### src/rtl/mbox_pkg.sv
`timescale 1ns/1ps
package mbox_pkg;
  localparam int REG_W  = 32;
  localparam int BYTE_W = 8;
  localparam int NSRC   = 4;

  // word indices inside the register window (byte offset / 4)
  localparam logic [2:0] WIDX_INTR = 3'd0;
  localparam logic [2:0] WIDX_DATA = 3'd1;
  localparam logic [2:0] WIDX_STAT = 3'd2;

  // condition / request bit positions
  localparam int SRC_TXE  = 0;
  localparam int SRC_TXNF = 1;
  localparam int SRC_RXNE = 2;
  localparam int SRC_RXO  = 3;

  typedef struct packed {
    logic              txPush;
    logic [BYTE_W-1:0] txData;
    logic              rxPop;
    logic [NSRC-1:0]   reqClr;
  } mbox_strobe_t;
endpackage

### src/rtl/mbox_fifo.sv
`timescale 1ns/1ps
module mbox_fifo #(
  parameter int WIDTH = 8,
  parameter int DEPTH = 16
) (
  input  logic             clk,
  input  logic             rstN,
  input  logic             push,
  input  logic [WIDTH-1:0] din,
  input  logic             pop,
  output logic [WIDTH-1:0] dout,
  output logic             empty,
  output logic             full
);
  localparam int AW = (DEPTH > 1) ? $clog2(DEPTH) : 1;
  localparam int CW = $clog2(DEPTH + 1);

  logic [WIDTH-1:0] mem [DEPTH];
  logic [AW-1:0]    wrPtr, rdPtr;
  logic [CW-1:0]    count;
  logic             doPush, doPop;

  assign empty  = (count == '0);
  assign full   = (count == CW'(DEPTH));
  assign doPush = push && !full;
  assign doPop  = pop && !empty;
  assign dout   = mem[rdPtr];

  function automatic logic [AW-1:0] nextPtr(input logic [AW-1:0] p);
    return (p == AW'(DEPTH - 1)) ? '0 : p + AW'(1);
  endfunction

  always_ff @(posedge clk) begin
    if (!rstN) begin
      wrPtr <= '0;
      rdPtr <= '0;
      count <= '0;
    end else begin
      if (doPush) wrPtr <= nextPtr(wrPtr);
      if (doPop)  rdPtr <= nextPtr(rdPtr);
      case ({doPush, doPop})
        2'b10:   count <= count + CW'(1);
        2'b01:   count <= count - CW'(1);
        default: count <= count;
      endcase
    end
  end

  always_ff @(posedge clk) begin
    if (doPush) mem[wrPtr] <= din;
  end

  assert_count_bound_R4: assert property (@(posedge clk) disable iff (!rstN)
    count <= CW'(DEPTH));
  assert_full_push_dropped_R4: assert property (@(posedge clk) disable iff (!rstN)
    (full && push && !pop) |=> full);
  assert_empty_pop_harmless_R5: assert property (@(posedge clk) disable iff (!rstN)
    (empty && pop && !push) |=> empty);
endmodule

### src/rtl/mbox_dp.sv
`timescale 1ns/1ps
module mbox_dp
  import mbox_pkg::*;
#(
  parameter int DEPTH = 16
) (
  input  logic              clk,
  input  logic              rstN,
  input  mbox_strobe_t      strb,
  output logic [BYTE_W-1:0] txByte,
  output logic              txValid,
  input  logic              txTake,
  input  logic [BYTE_W-1:0] rxByte,
  input  logic              rxPush,
  output logic [BYTE_W-1:0] rxHead,
  output logic [NSRC-1:0]   liveCond,
  output logic [NSRC-1:0]   req
);
  logic txEmpty, txFull, rxEmpty, rxFull;
  logic ovfFlag, ovfEvent;
  logic [2:0]      prevCond;
  logic [NSRC-1:0] setEv;

  mbox_fifo #(.WIDTH(BYTE_W), .DEPTH(DEPTH)) u_txFifo (
    .clk(clk), .rstN(rstN),
    .push(strb.txPush), .din(strb.txData),
    .pop(txTake), .dout(txByte),
    .empty(txEmpty), .full(txFull)
  );

  mbox_fifo #(.WIDTH(BYTE_W), .DEPTH(DEPTH)) u_rxFifo (
    .clk(clk), .rstN(rstN),
    .push(rxPush), .din(rxByte),
    .pop(strb.rxPop), .dout(rxHead),
    .empty(rxEmpty), .full(rxFull)
  );

  assign txValid  = !txEmpty;
  assign ovfEvent = rxPush && rxFull;

  always_comb begin
    liveCond[SRC_TXE]  = txEmpty;
    liveCond[SRC_TXNF] = !txFull;
    liveCond[SRC_RXNE] = !rxEmpty;
    liveCond[SRC_RXO]  = ovfFlag;
  end

  // rising edges of the three level conditions, plus the overflow event
  always_comb begin
    setEv[2:0]     = liveCond[2:0] & ~prevCond;
    setEv[SRC_RXO] = ovfEvent;
  end

  always_ff @(posedge clk) begin
    if (!rstN) begin
      prevCond <= 3'b011;   // tx empty and not full after reset
      req      <= '0;
      ovfFlag  <= 1'b0;
    end else begin
      prevCond <= liveCond[2:0];
      req      <= (req & ~strb.reqClr) | setEv;
      ovfFlag  <= ovfEvent | (ovfFlag & ~strb.reqClr[SRC_RXO]);
    end
  end

  assert_ovf_sets_R6: assert property (@(posedge clk) disable iff (!rstN)
    (rxPush && rxFull) |=> (ovfFlag && req[SRC_RXO]));
  assert_ovf_sticky_R6: assert property (@(posedge clk) disable iff (!rstN)
    (ovfFlag && !strb.reqClr[SRC_RXO]) |=> ovfFlag);
  assert_rx_drop_R6: assert property (@(posedge clk) disable iff (!rstN)
    (rxPush && rxFull && !strb.rxPop) |=> !rxEmpty);
  assert_rxne_edge_R7: assert property (@(posedge clk) disable iff (!rstN)
    ($rose(liveCond[SRC_RXNE])) |-> ##0 1'b1 ##1 req[SRC_RXNE]);
endmodule

### src/rtl/mbox_ctrl.sv
`timescale 1ns/1ps
module mbox_ctrl
  import mbox_pkg::*;
#(
  parameter int ADDR_W = 5
) (
  input  logic              clk,
  input  logic              rstN,
  input  logic              hostSel,
  input  logic              hostWr,
  input  logic [ADDR_W-1:0] hostAddr,
  input  logic [REG_W-1:0]  hostWdata,
  output logic [REG_W-1:0]  hostRdata,
  output logic              irq,
  input  logic [NSRC-1:0]   liveCond,
  input  logic [NSRC-1:0]   req,
  input  logic [BYTE_W-1:0] rxHead,
  output mbox_strobe_t      strb
);
  localparam int WIDX_W = ADDR_W - 2;

  logic [NSRC-1:0]   mask;
  logic              aligned;
  logic [WIDX_W-1:0] wordIdx;
  logic              wrIntr, wrData, wrStat, rdData;
  logic              unusedWdata;

  assign aligned     = (hostAddr[1:0] == 2'b00);
  assign wordIdx     = hostAddr[ADDR_W-1:2];
  assign unusedWdata = ^hostWdata[REG_W-1:16];

  assign wrIntr = hostSel && hostWr  && aligned && (wordIdx == WIDX_W'(WIDX_INTR));
  assign wrData = hostSel && hostWr  && aligned && (wordIdx == WIDX_W'(WIDX_DATA));
  assign wrStat = hostSel && hostWr  && aligned && (wordIdx == WIDX_W'(WIDX_STAT));
  assign rdData = hostSel && !hostWr && aligned && (wordIdx == WIDX_W'(WIDX_DATA));

  always_comb begin
    strb.txPush = wrData;
    strb.txData = hostWdata[15:8];
    strb.rxPop  = rdData && liveCond[SRC_RXNE];
    strb.reqClr = (wrIntr || wrStat) ? hostWdata[NSRC-1:0] : '0;
  end

  always_ff @(posedge clk) begin
    if (!rstN)       mask <= '0;
    else if (wrIntr) mask <= hostWdata[2*NSRC-1:NSRC];
  end

  assign irq = |(req & mask);

  always_comb begin
    hostRdata = '0;
    if (aligned) begin
      if (wordIdx == WIDX_W'(WIDX_INTR)) begin
        hostRdata[2*NSRC-1:0] = {mask, req};
      end else if (wordIdx == WIDX_W'(WIDX_DATA)) begin
        hostRdata[15:8] = liveCond[SRC_RXNE] ? rxHead : '0;
      end else if (wordIdx == WIDX_W'(WIDX_STAT)) begin
        hostRdata[NSRC-1:0] = liveCond;
      end
    end
  end

  assert_mask_load_R9: assert property (@(posedge clk) disable iff (!rstN)
    wrIntr |=> (mask == $past(hostWdata[2*NSRC-1:NSRC])));
  assert_no_req_no_irq_R9: assert property (@(posedge clk) disable iff (!rstN)
    (req == '0) |-> !irq);
  assert_single_strobe_R2: assert property (@(posedge clk) disable iff (!rstN)
    $onehot0({strb.txPush, strb.rxPop, wrIntr, wrStat}));
endmodule

### src/rtl/mbox_regif.sv
`timescale 1ns/1ps
module mbox_regif
  import mbox_pkg::*;
#(
  parameter int DEPTH  = 16,
  parameter int ADDR_W = 5
) (
  input  logic              clk,
  input  logic              rstN,
  input  logic              hostSel,
  input  logic              hostWr,
  input  logic [ADDR_W-1:0] hostAddr,
  input  logic [31:0]       hostWdata,
  output logic [31:0]       hostRdata,
  output logic              irq,
  output logic [7:0]        txByte,
  output logic              txValid,
  input  logic              txTake,
  input  logic [7:0]        rxByte,
  input  logic              rxPush
);
  mbox_strobe_t      strb;
  logic [NSRC-1:0]   liveCond;
  logic [NSRC-1:0]   req;
  logic [BYTE_W-1:0] rxHead;

  mbox_ctrl #(.ADDR_W(ADDR_W)) u_ctrl (
    .clk(clk), .rstN(rstN),
    .hostSel(hostSel), .hostWr(hostWr), .hostAddr(hostAddr),
    .hostWdata(hostWdata), .hostRdata(hostRdata), .irq(irq),
    .liveCond(liveCond), .req(req), .rxHead(rxHead), .strb(strb)
  );

  mbox_dp #(.DEPTH(DEPTH)) u_dp (
    .clk(clk), .rstN(rstN), .strb(strb),
    .txByte(txByte), .txValid(txValid), .txTake(txTake),
    .rxByte(rxByte), .rxPush(rxPush),
    .rxHead(rxHead), .liveCond(liveCond), .req(req)
  );

  assert_tx_valid_R10: assert property (@(posedge clk) disable iff (!rstN)
    txValid == !liveCond[SRC_TXE]);
endmodule

### config.mk
export PLATFORM = sky130hd
export DESIGN_NAME = mbox_regif
export DESIGN_NICKNAME = d
export VERILOG_FILES = /design/src/rtl/mbox_pkg.sv /design/src/rtl/mbox_fifo.sv /design/src/rtl/mbox_dp.sv /design/src/rtl/mbox_ctrl.sv /design/src/rtl/mbox_regif.sv
export SDC_FILE = /design/constraint.sdc
export NUM_CORES = 1
export LEC_CHECK = 0
export BUFFER_PORTS_ARGS = -buffer_cell sky130_fd_sc_hd__buf_2
export CAP_MARGIN = 0
export CORE_ASPECT_RATIO = 1.4
export CORE_MARGIN = 2
export CORE_UTILIZATION = 64
export CTS_CLUSTER_DIAMETER = 30
export DETAILED_ROUTE_END_ITERATION = 8
export GPL_ROUTABILITY_DRIVEN = 0
export MAX_ROUTING_LAYER = met4
export PLACE_DENSITY = 0.84
export SLEW_MARGIN = 10
export SYNTH_ARGS = -nofsm -noshare
export SYNTH_HDL_FRONTEND = slang
export SYNTH_SLANG_ARGS = --single-unit
### constraint.sdc
create_clock -name clk -period 8.9 [get_ports clk]
set_clock_uncertainty 0.15 [all_clocks]
set_input_delay 2.225 -clock clk [delete_from_list [all_inputs] [get_ports clk]]
set_output_delay 2.225 -clock clk [all_outputs]
set_load 0.02 [all_outputs]
==> results of run 1 <==
-- flip-flops by register name, indices dropped and copies added (netlist names), named ones only --
signal,flops
u_ctrl.mask,4
u_dp.ovfFlag,1
u_dp.prevCond,3
u_dp.req,4
u_dp.u_rxFifo.count,5
u_dp.u_rxFifo.mem,128
u_dp.u_rxFifo.rdPtr,4
u_dp.u_rxFifo.wrPtr,4
u_dp.u_txFifo.count,5
u_dp.u_txFifo.mem,128
u_dp.u_txFifo.rdPtr,4
u_dp.u_txFifo.wrPtr,4
-- where the power goes --
group / leakage [nW] / switching, mW / internal, mW
clock network: 0.602 / 0.598 / 0.875
logic: 1.43 / 0.0531 / 0.0308
registers: 2.68 / 0.00865 / 1.54
-- layout by cell type, fill, tap and decap left out, drive strengths merged, types with 6 or more instances in the layout --
master    n
a21boi   12
a21oi    20
and2     21
buf      66
clkbuf   46
clkinv   11
conb     16
dfxtp    46
edfxtp  256
ha       16
inv      19
mux2i    10
mux4     80
nand2    33
nand3     9
nor2     31
nor2b    23
nor3      9
o21ai     9
xnor2     6
-- cells by family after synthesis --
family                   after synthesis
AO/OA/AOI/OAI                         61
XOR/XNOR                              11
adder cells (fa/ha/maj)               16
buffers and inverters                 62
flip-flops                           302
multiplexers                          91
other                                  1
AND/OR/NAND/NOR                      162
-- area by class of cell --
cell class	count	share of cell area, %
antenna	1	0.0177
clock buffer	46	7.02
clock inverter	22	1.70
inverter	11	0.293
multi-input combinational	357	25.3
sequential	302	61.0
tap	248	2.20
timing repair buffer	66	2.45
-- path summary, 6_finish.rpt --
path,to
worst max-delay path,hostRdata[15]
worst min-delay path,u_dp.ovfFlag
worst max register to register,u_dp.u_rxFifo.count[4]
worst min register to register,u_dp.ovfFlag
-- metal layers --
layer  routed length, um  global-route usage, %  part of all wire, %
met1                8840                   29.5                   34
met2               14700                   48.5                   57
met3                1100                   4.51                  4.3
met4                1010                   12.0                  3.9
met5                   0                      -                    0
-- critical path: stages --
cell and delay (ps):
sky130_fd_sc_hd__buf_2 160, sky130_fd_sc_hd__or3b_1 430, sky130_fd_sc_hd__a2111o_1 590, sky130_fd_sc_hd__nor2b_1 260
sky130_fd_sc_hd__buf_2 210
-- per-stage QoR --
step / worst slack [ps] / power (mW)
finish: 2640 / 3.11
global route: 2580 / 3.19
CTS: 2650 / 3.13
detailed placement: 2650 / 1.66
global placement: 2680 / 1.66
floorplan: 3060 / 1.63
==> reports/metrics.json, run 1 <==
{
  "final-max-slew-violation-count": {"value": 0},
  "floorplan.io_pins": {"value": 93},
  "via_per_inst": {"value": 6.26},
  "route.vias.total": {"value": 6589},
  "regToRegSetupSlack": {"value": 5030, "unit": "ps"},
  "global_route_wire_length_before_repair": {"value": 39800, "unit": "um"},
  "worst_ep_required": {"value": 6530, "unit": "ps"},
  "fraction_of_final_layout_cells_sized_beyond_drive_strength_1": {"value": 27.0, "unit": "%"},
  "run_status": {"value": "finished clean"},
  "grt_max_degree": {"value": 51},
  "multi_input_area": {"value": 3570, "unit": "um^2"},
  "async_reset_ff_share": {"value": 0, "unit": "%"},
  "yosys_register_bits": {"value": 302},
  "synth_edf_count": {"value": 256},
  "worstSkewPairLatency": {"value": 520, "unit": "ps"},
  "tritoncts": {"value": "built"},
  "post-synth-top-area-cell": {"value": "sky130_fd_sc_hd__edfxtp_1"},
  "cell_area_after_synthesis": {"value": 12400, "unit": "um^2"},
  "timing.critical_path.from": {"value": "hostAddr[3]"},
  "min_period": {"value": 6260, "unit": "ps"},
  "postPlaceCellArea": {"value": 12900, "unit": "um^2"},
  "holdCritPathClass": {"value": "reg2reg"},
  "placed_cells": {"value": 984},
  "timing.reg2reg.worst_path_depth": {"value": 12},
  "number_of_i_o_port_buffers": {"value": 60},
  "yosysSeqAreaShare": {"value": 69.4, "unit": "%"},
  "cts_resized": {"value": 0},
  "clock_sinks": {"value": 302},
  "grt_setup_unrepaired": {"value": "no"},
  "synth-main-ff-cell": {"value": "sky130_fd_sc_hd__edfxtp_1"},
  "vdd_drop_max": {"value": 0.164, "unit": "mV"},
  "number_of_cts_inserted_buffers": {"value": 38},
  "synth-adder-area-share": {"value": 1.61, "unit": "%"},
  "htreeDepth": {"value": 2},
  "pwr_density_cell": {"value": 220, "unit": "nW/um^2"},
  "synth_cell_type_count": {"value": 56},
  "report.final.setup_viol": {"value": 0},
  "post-route-period-util": {"value": 70.3, "unit": "%"},
  "die_x": {"value": 122, "unit": "um"},
  "dpl_wire_length": {"value": 16000, "unit": "um"},
  "finish.cell_count_without_fillers": {"value": 1053},
  "maximum_clock_frequency": {"value": 160, "unit": "MHz"},
  "worstSetupStartpointType": {"value": "input pin"},
  "nFillCells": {"value": 1085},
  "synth.top_cells.by_count": {"value": "256 x sky130_fd_sc_hd__edfxtp_1, 80 x sky130_fd_sc_hd__mux4_2, 46 x sky130_fd_sc_hd__dfxtp_1"},
  "post_drt_wl_per_cell": {"value": 24.4, "unit": "um"},
  "post-cts-setup-buffer-count": {"value": 0},
  "area_delta_synth_final": {"value": 13.7, "unit": "%"},
  "total_of_warnings_raised_by_yosys": {"value": 0},
  "post-synth-top-area-fraction": {"value": 61.9, "unit": "%"},
  "tns": {"value": 0, "unit": "ps"},
  "post-route-util": {"value": 73.7, "unit": "%"},
  "critical_path_arrival": {"value": 3880, "unit": "ps"},
  "synth_compound_gate_area_share": {"value": 3.27, "unit": "%"},
  "row_count": {"value": 60},
  "first_global_vias": {"value": 7006},
  "yosys.area_share.xor_xnor": {"value": 0.776, "unit": "%"},
  "timing_hold_violations_final": {"value": 0},
  "worst_slew_pin_slew": {"value": 1040, "unit": "ps"},
  "globalRoute.totalOverflow": {"value": 0},
  "root_buffer": {"value": "sky130_fd_sc_hd__clkbuf_16"},
  "critical_path.reg2reg.startpoint": {"value": "u_dp.u_rxFifo.count[2]"},
  "min_delay_path_depth": {"value": 2},
  "postSynthCellCount": {"value": 706},
  "ant_nets": {"value": 0},
  "syn_area_per_cell": {"value": 17.6, "unit": "um^2"},
  "design.final.nets": {"value": 843},
  "antenna_found_initial": {"value": 1},
  "synth.mux.area_fraction": {"value": 15.4, "unit": "%"},
  "synth_simple_gate_area_share": {"value": 7.11, "unit": "%"},
  "finalInstanceArea": {"value": 14100, "unit": "um^2"},
  "yosysMostFrequentCell": {"value": "sky130_fd_sc_hd__edfxtp_1"},
  "max_slew_margin": {"value": 29.9, "unit": "%"},
  "path_max_fanout": {"value": 11},
  "die_h": {"value": 169, "unit": "um"},
  "fp.dieArea": {"value": 20500, "unit": "um^2"},
  "post-route-drc-count": {"value": 0},
  "synth_top_family_by_area": {"value": "multiplexers"},
  "hold-worst-slack": {"value": 333, "unit": "ps"},
  "hold_buffers": {"value": 0},
  "seqCellArea": {"value": 8610, "unit": "um^2"},
  "grt_use_total": {"value": 27.1, "unit": "%"},
  "cts.path.max_buffers": {"value": 3},
  "route.final.wire_length": {"value": 25700, "unit": "um"},
  "initial_utilization": {"value": 64.8, "unit": "%"},
  "clock_pin_transition_on_the_worst_setup_and_hold_timing_paths": {"value": 50, "unit": "ps"},
  "dr.pass1.iters": {"value": 5},
  "timing.hold.worst.start": {"value": "u_dp.ovfFlag"},
  "core_region_area": {"value": 19100, "unit": "um^2"},
  "power.leakage": {"value": 4.71, "unit": "nW"},
  "dr.first_iter.drc_count": {"value": 537},
  "synth_top_cells_by_area": {"value": "sky130_fd_sc_hd__edfxtp_1 62%, sky130_fd_sc_hd__mux4_2 15%, sky130_fd_sc_hd__dfxtp_1 7.4%"},
  "max_cap_viol_count": {"value": 0},
  "cp-end-kind": {"value": "output pin"},
  "crit_type": {"value": "in2out"}
}
(Power assumes the default switching activity.)
==> run 2: changes to the inputs <==
CORE_UTILIZATION = 60   (was 64)
PLACE_DENSITY = 0.8   (was 0.84)
clock period = 6 ns   (was 8.9 ns; I/O delays follow)
==> run 2 against run 1 <==
  * Sequential power rose by 48%
  * Global-route usage fell by 3.9 points
  * Flip-flop and latch count did not move
  * First-iteration DRC count rose by 4.5%
  * Non-clock buffer count rose by 3
  * Sequential share of layout area fell by 0.50 points
  * Core utilization fell by 4.0 points
  * Critical path type unchanged
  * Critical endpoint is now hostRdata[12]
  * Largest cell class unchanged
  * Largest power group unchanged
  * Highest routed layer unchanged
==> reports/metrics.json, run 2 (synthesized netlist as in run 1, its figures left out) <==
{
  "post-cts-setup-buffer-count": {"value": 0, "change": "unchanged"},
  "nFillCells": {"value": 1249, "change": "+15%"},
  "ant_nets": {"value": 0, "change": "unchanged"},
  "number_of_i_o_port_buffers": {"value": 60, "change": "unchanged"},
  "tns": {"value": 0, "unit": "ps", "change": "unchanged"},
  "grt_max_degree": {"value": 51, "change": "unchanged"},
  "post-route-period-util": {"value": 80.5, "unit": "%"},
  "power_report.internal_total": {"value": 3.69, "unit": "mW", "change": "+51%"},
  "critical_path_arrival": {"value": 3180, "unit": "ps", "change": "-700 ps"},
  "dpl_wire_length": {"value": 15400, "unit": "um", "change": "-3.6%"},
  "biggestRegsByFlops": {"value": "u_dp.u_rxFifo.mem x128, u_dp.u_txFifo.mem x128"},
  "final-max-slew-violation-count": {"value": 0, "change": "unchanged"},
  "grt_setup_unrepaired": {"value": "no"},
  "swShare": {"value": 21.4, "unit": "%", "change": "+0.14 points"},
  "max_cap_viol_count": {"value": 0, "change": "unchanged"},
  "worst_ep_required": {"value": 4350, "unit": "ps", "change": "-2180 ps"},
  "worstSkewPairLatency": {"value": 520, "unit": "ps", "change": "about the same"},
  "vdd_drop_max": {"value": 0.378, "unit": "mV", "change": "+130%"},
  "min_period": {"value": 4830, "unit": "ps"},
  "tritoncts": {"value": "built"},
  "report.final.setup_viol": {"value": 0, "change": "unchanged"},
  "p_comb_share": {"value": 2.6, "unit": "%", "change": "about the same"},
  "run_status": {"value": "finished clean"},
  "number_of_cts_inserted_buffers": {"value": 39, "change": "+2.6%"},
  "root_buffer": {"value": "sky130_fd_sc_hd__clkbuf_16"},
  "floorplan.io_pins": {"value": 93, "change": "unchanged"},
  "hold_buffers": {"value": 0, "change": "unchanged"},
  "holdCritPathClass": {"value": "reg2reg"},
  "max_slew_margin": {"value": 27.2, "unit": "%", "change": "-2.8 points"},
  "pwr_density_cell": {"value": 330, "unit": "nW/um^2", "change": "+50%"},
  "antenna_found_initial": {"value": 0, "change": "-1"},
  "dr.pass1.iters": {"value": 6, "change": "+1"},
  "timing_hold_violations_final": {"value": 0, "change": "unchanged"},
  "cts_resized": {"value": 0, "change": "unchanged"},
  "fin_ws": {"value": 1170, "unit": "ps", "change": "-1470 ps"},
  "clock_sinks": {"value": 302, "change": "unchanged"},
  "seqCellArea": {"value": 8610, "unit": "um^2", "change": "about the same"},
  "layout.cells.most_common": {"value": "sky130_fd_sc_hd__edfxtp_1"},
  "grt_use_total": {"value": 23.3, "unit": "%", "change": "-3.9 points"},
  "first_global_vias": {"value": 6928, "change": "-1.1%"},
  "p_seq_share": {"value": 49.0, "unit": "%", "change": "-0.9 points"},
  "global_route_wire_length_before_repair": {"value": 37700, "unit": "um", "change": "-5.4%"},
  "design.final.nets": {"value": 847, "change": "+0.47%"},
  "area_delta_synth_final": {"value": 14.7, "unit": "%"},
  "net-switching-power": {"value": 1.00, "unit": "mW", "change": "+52%"},
  "die_h": {"value": 174, "unit": "um", "change": "+3.2%"},
  "fp.dieArea": {"value": 21900, "unit": "um^2", "change": "+6.5%"},
  "proportion_of_power_drawn_by_the_clock_network": {"value": 48.5, "unit": "%", "change": "+1.1 points"},
  "clock_pin_transition_on_the_worst_setup_and_hold_timing_paths": {"value": 50, "unit": "ps", "change": "about the same"},
  "cp-end-kind": {"value": "output pin"},
  "regToRegSetupSlack": {"value": 2100, "unit": "ps", "change": "-2930 ps"},
  "die_x": {"value": 126, "unit": "um", "change": "+3.2%"},
  "fraction_of_final_layout_cells_sized_beyond_drive_strength_1": {"value": 28.1, "unit": "%", "change": "+1.1 points"},
  "route.vias.total": {"value": 6465, "change": "-1.9%"},
  "htreeDepth": {"value": 2, "change": "unchanged"},
  "mostFrequentLayoutCells": {"value": "256 x sky130_fd_sc_hd__edfxtp_1, 80 x sky130_fd_sc_hd__mux4_2, 60 x sky130_fd_sc_hd__buf_2"},
  "maximum_clock_frequency": {"value": 207, "unit": "MHz"},
  "row_count": {"value": 62, "change": "+3.3%"},
  "globalRoute.totalOverflow": {"value": 0, "change": "unchanged"},
  "worst_slew_pin_slew": {"value": 1080, "unit": "ps", "change": "+41.2 ps"},
  "core_region_area": {"value": 20400, "unit": "um^2", "change": "+6.6%"},
  "worstSetupStartpointType": {"value": "input pin"},
  "cts.path.max_buffers": {"value": 3, "change": "unchanged"},
  "via_per_inst": {"value": 6.06, "change": "-3.2%"},
  "route.final.wire_length": {"value": 23900, "unit": "um", "change": "-6.8%"},
  "path_max_fanout": {"value": 11, "change": "unchanged"},
  "multi_input_area": {"value": 3560, "unit": "um^2", "change": "-0.28%"},
  "initial_utilization": {"value": 60.8, "unit": "%", "change": "-4.0 points"},
  "post-route-drc-count": {"value": 0, "change": "unchanged"},
  "dr.first_iter.drc_count": {"value": 561, "change": "+4.5%"},
  "power.leakage": {"value": 4.74, "unit": "nW", "change": "+0.71%"},
  "post_drt_wl_per_cell": {"value": 22.4, "unit": "um", "change": "-8.1%"},
  "detailedPlace.worstSlack": {"value": 722, "unit": "ps", "change": "-1930 ps"},
  "crit_type": {"value": "in2out"},
  "antennaDiodeCount": {"value": 0, "change": "-1"}
}
==> run 2: changes by cell type in the layout (fill, tap and decap cells not counted), sizes merged <==
| cell | before | now |
|---|---|---|
| inv | 19 | 21 |
| clkbuf | 46 | 42 |
| buf | 66 | 69 |
| clkinvlp | 1 | 7 |
| diode | 1 | 0 |
==> run 2: metrics by stage <==
step	hold WS [ps]	cells	utilization (%)	area [um^2]	power, mW
floorplan	293	721	-	12500	2.42
detailed placement	320	995	63.2	12900	2.47
finish	321	1067	69.7	14200	4.70
global route	359	1067	69.7	14200	4.84
CTS	327	1067	69.7	14200	4.74
global placement	306	995	63.2	12900	2.46
==> run 2: per-layer routing <==
layer | global-route usage (%) | part of all wire, %
met5 | - | 0
met4 | 9.49 | 3.3
met3 | 3.66 | 4.1
met2 | 42.0 | 58
met1 | 25.6 | 35
==> run 2: final cells by class <==
cell class / count / area share (%)
inverter: 11 / 0.290
tap: 256 / 2.25
clock buffer: 42 / 7.16
multi-input combinational: 357 / 25.0
clock inverter: 30 / 2.17
sequential: 302 / 60.5
timing repair buffer: 69 / 2.59
==> run 2: power groups by stage <==
stage / combinational [mW] / clock (mW) / sequential (mW)
after floorplan: 0.0810 / 0 / 2.34
after global placement: 0.112 / 0 / 2.34
after detailed placement: 0.120 / 0 / 2.35
after CTS: 0.122 / 2.31 / 2.30
after global routing: 0.134 / 2.41 / 2.30
final: 0.121 / 2.28 / 2.30
==> run 2: critical path, stage by stage <==
cell                       delay (ps)
sky130_fd_sc_hd__buf_2            170
sky130_fd_sc_hd__or3b_1           420
sky130_fd_sc_hd__a2111o_1         600
sky130_fd_sc_hd__nor2b_1          280
sky130_fd_sc_hd__buf_2            210
==> run 2: final timing paths <==
check                          from                endpoint  cells after the start
max                     hostAddr[3]           hostRdata[12]                      5
min                    u_dp.ovfFlag            u_dp.ovfFlag                      2
max reg2reg  u_dp.u_rxFifo.count[2]  u_dp.u_rxFifo.count[4]                     12
min reg2reg            u_dp.ovfFlag            u_dp.ovfFlag                      2
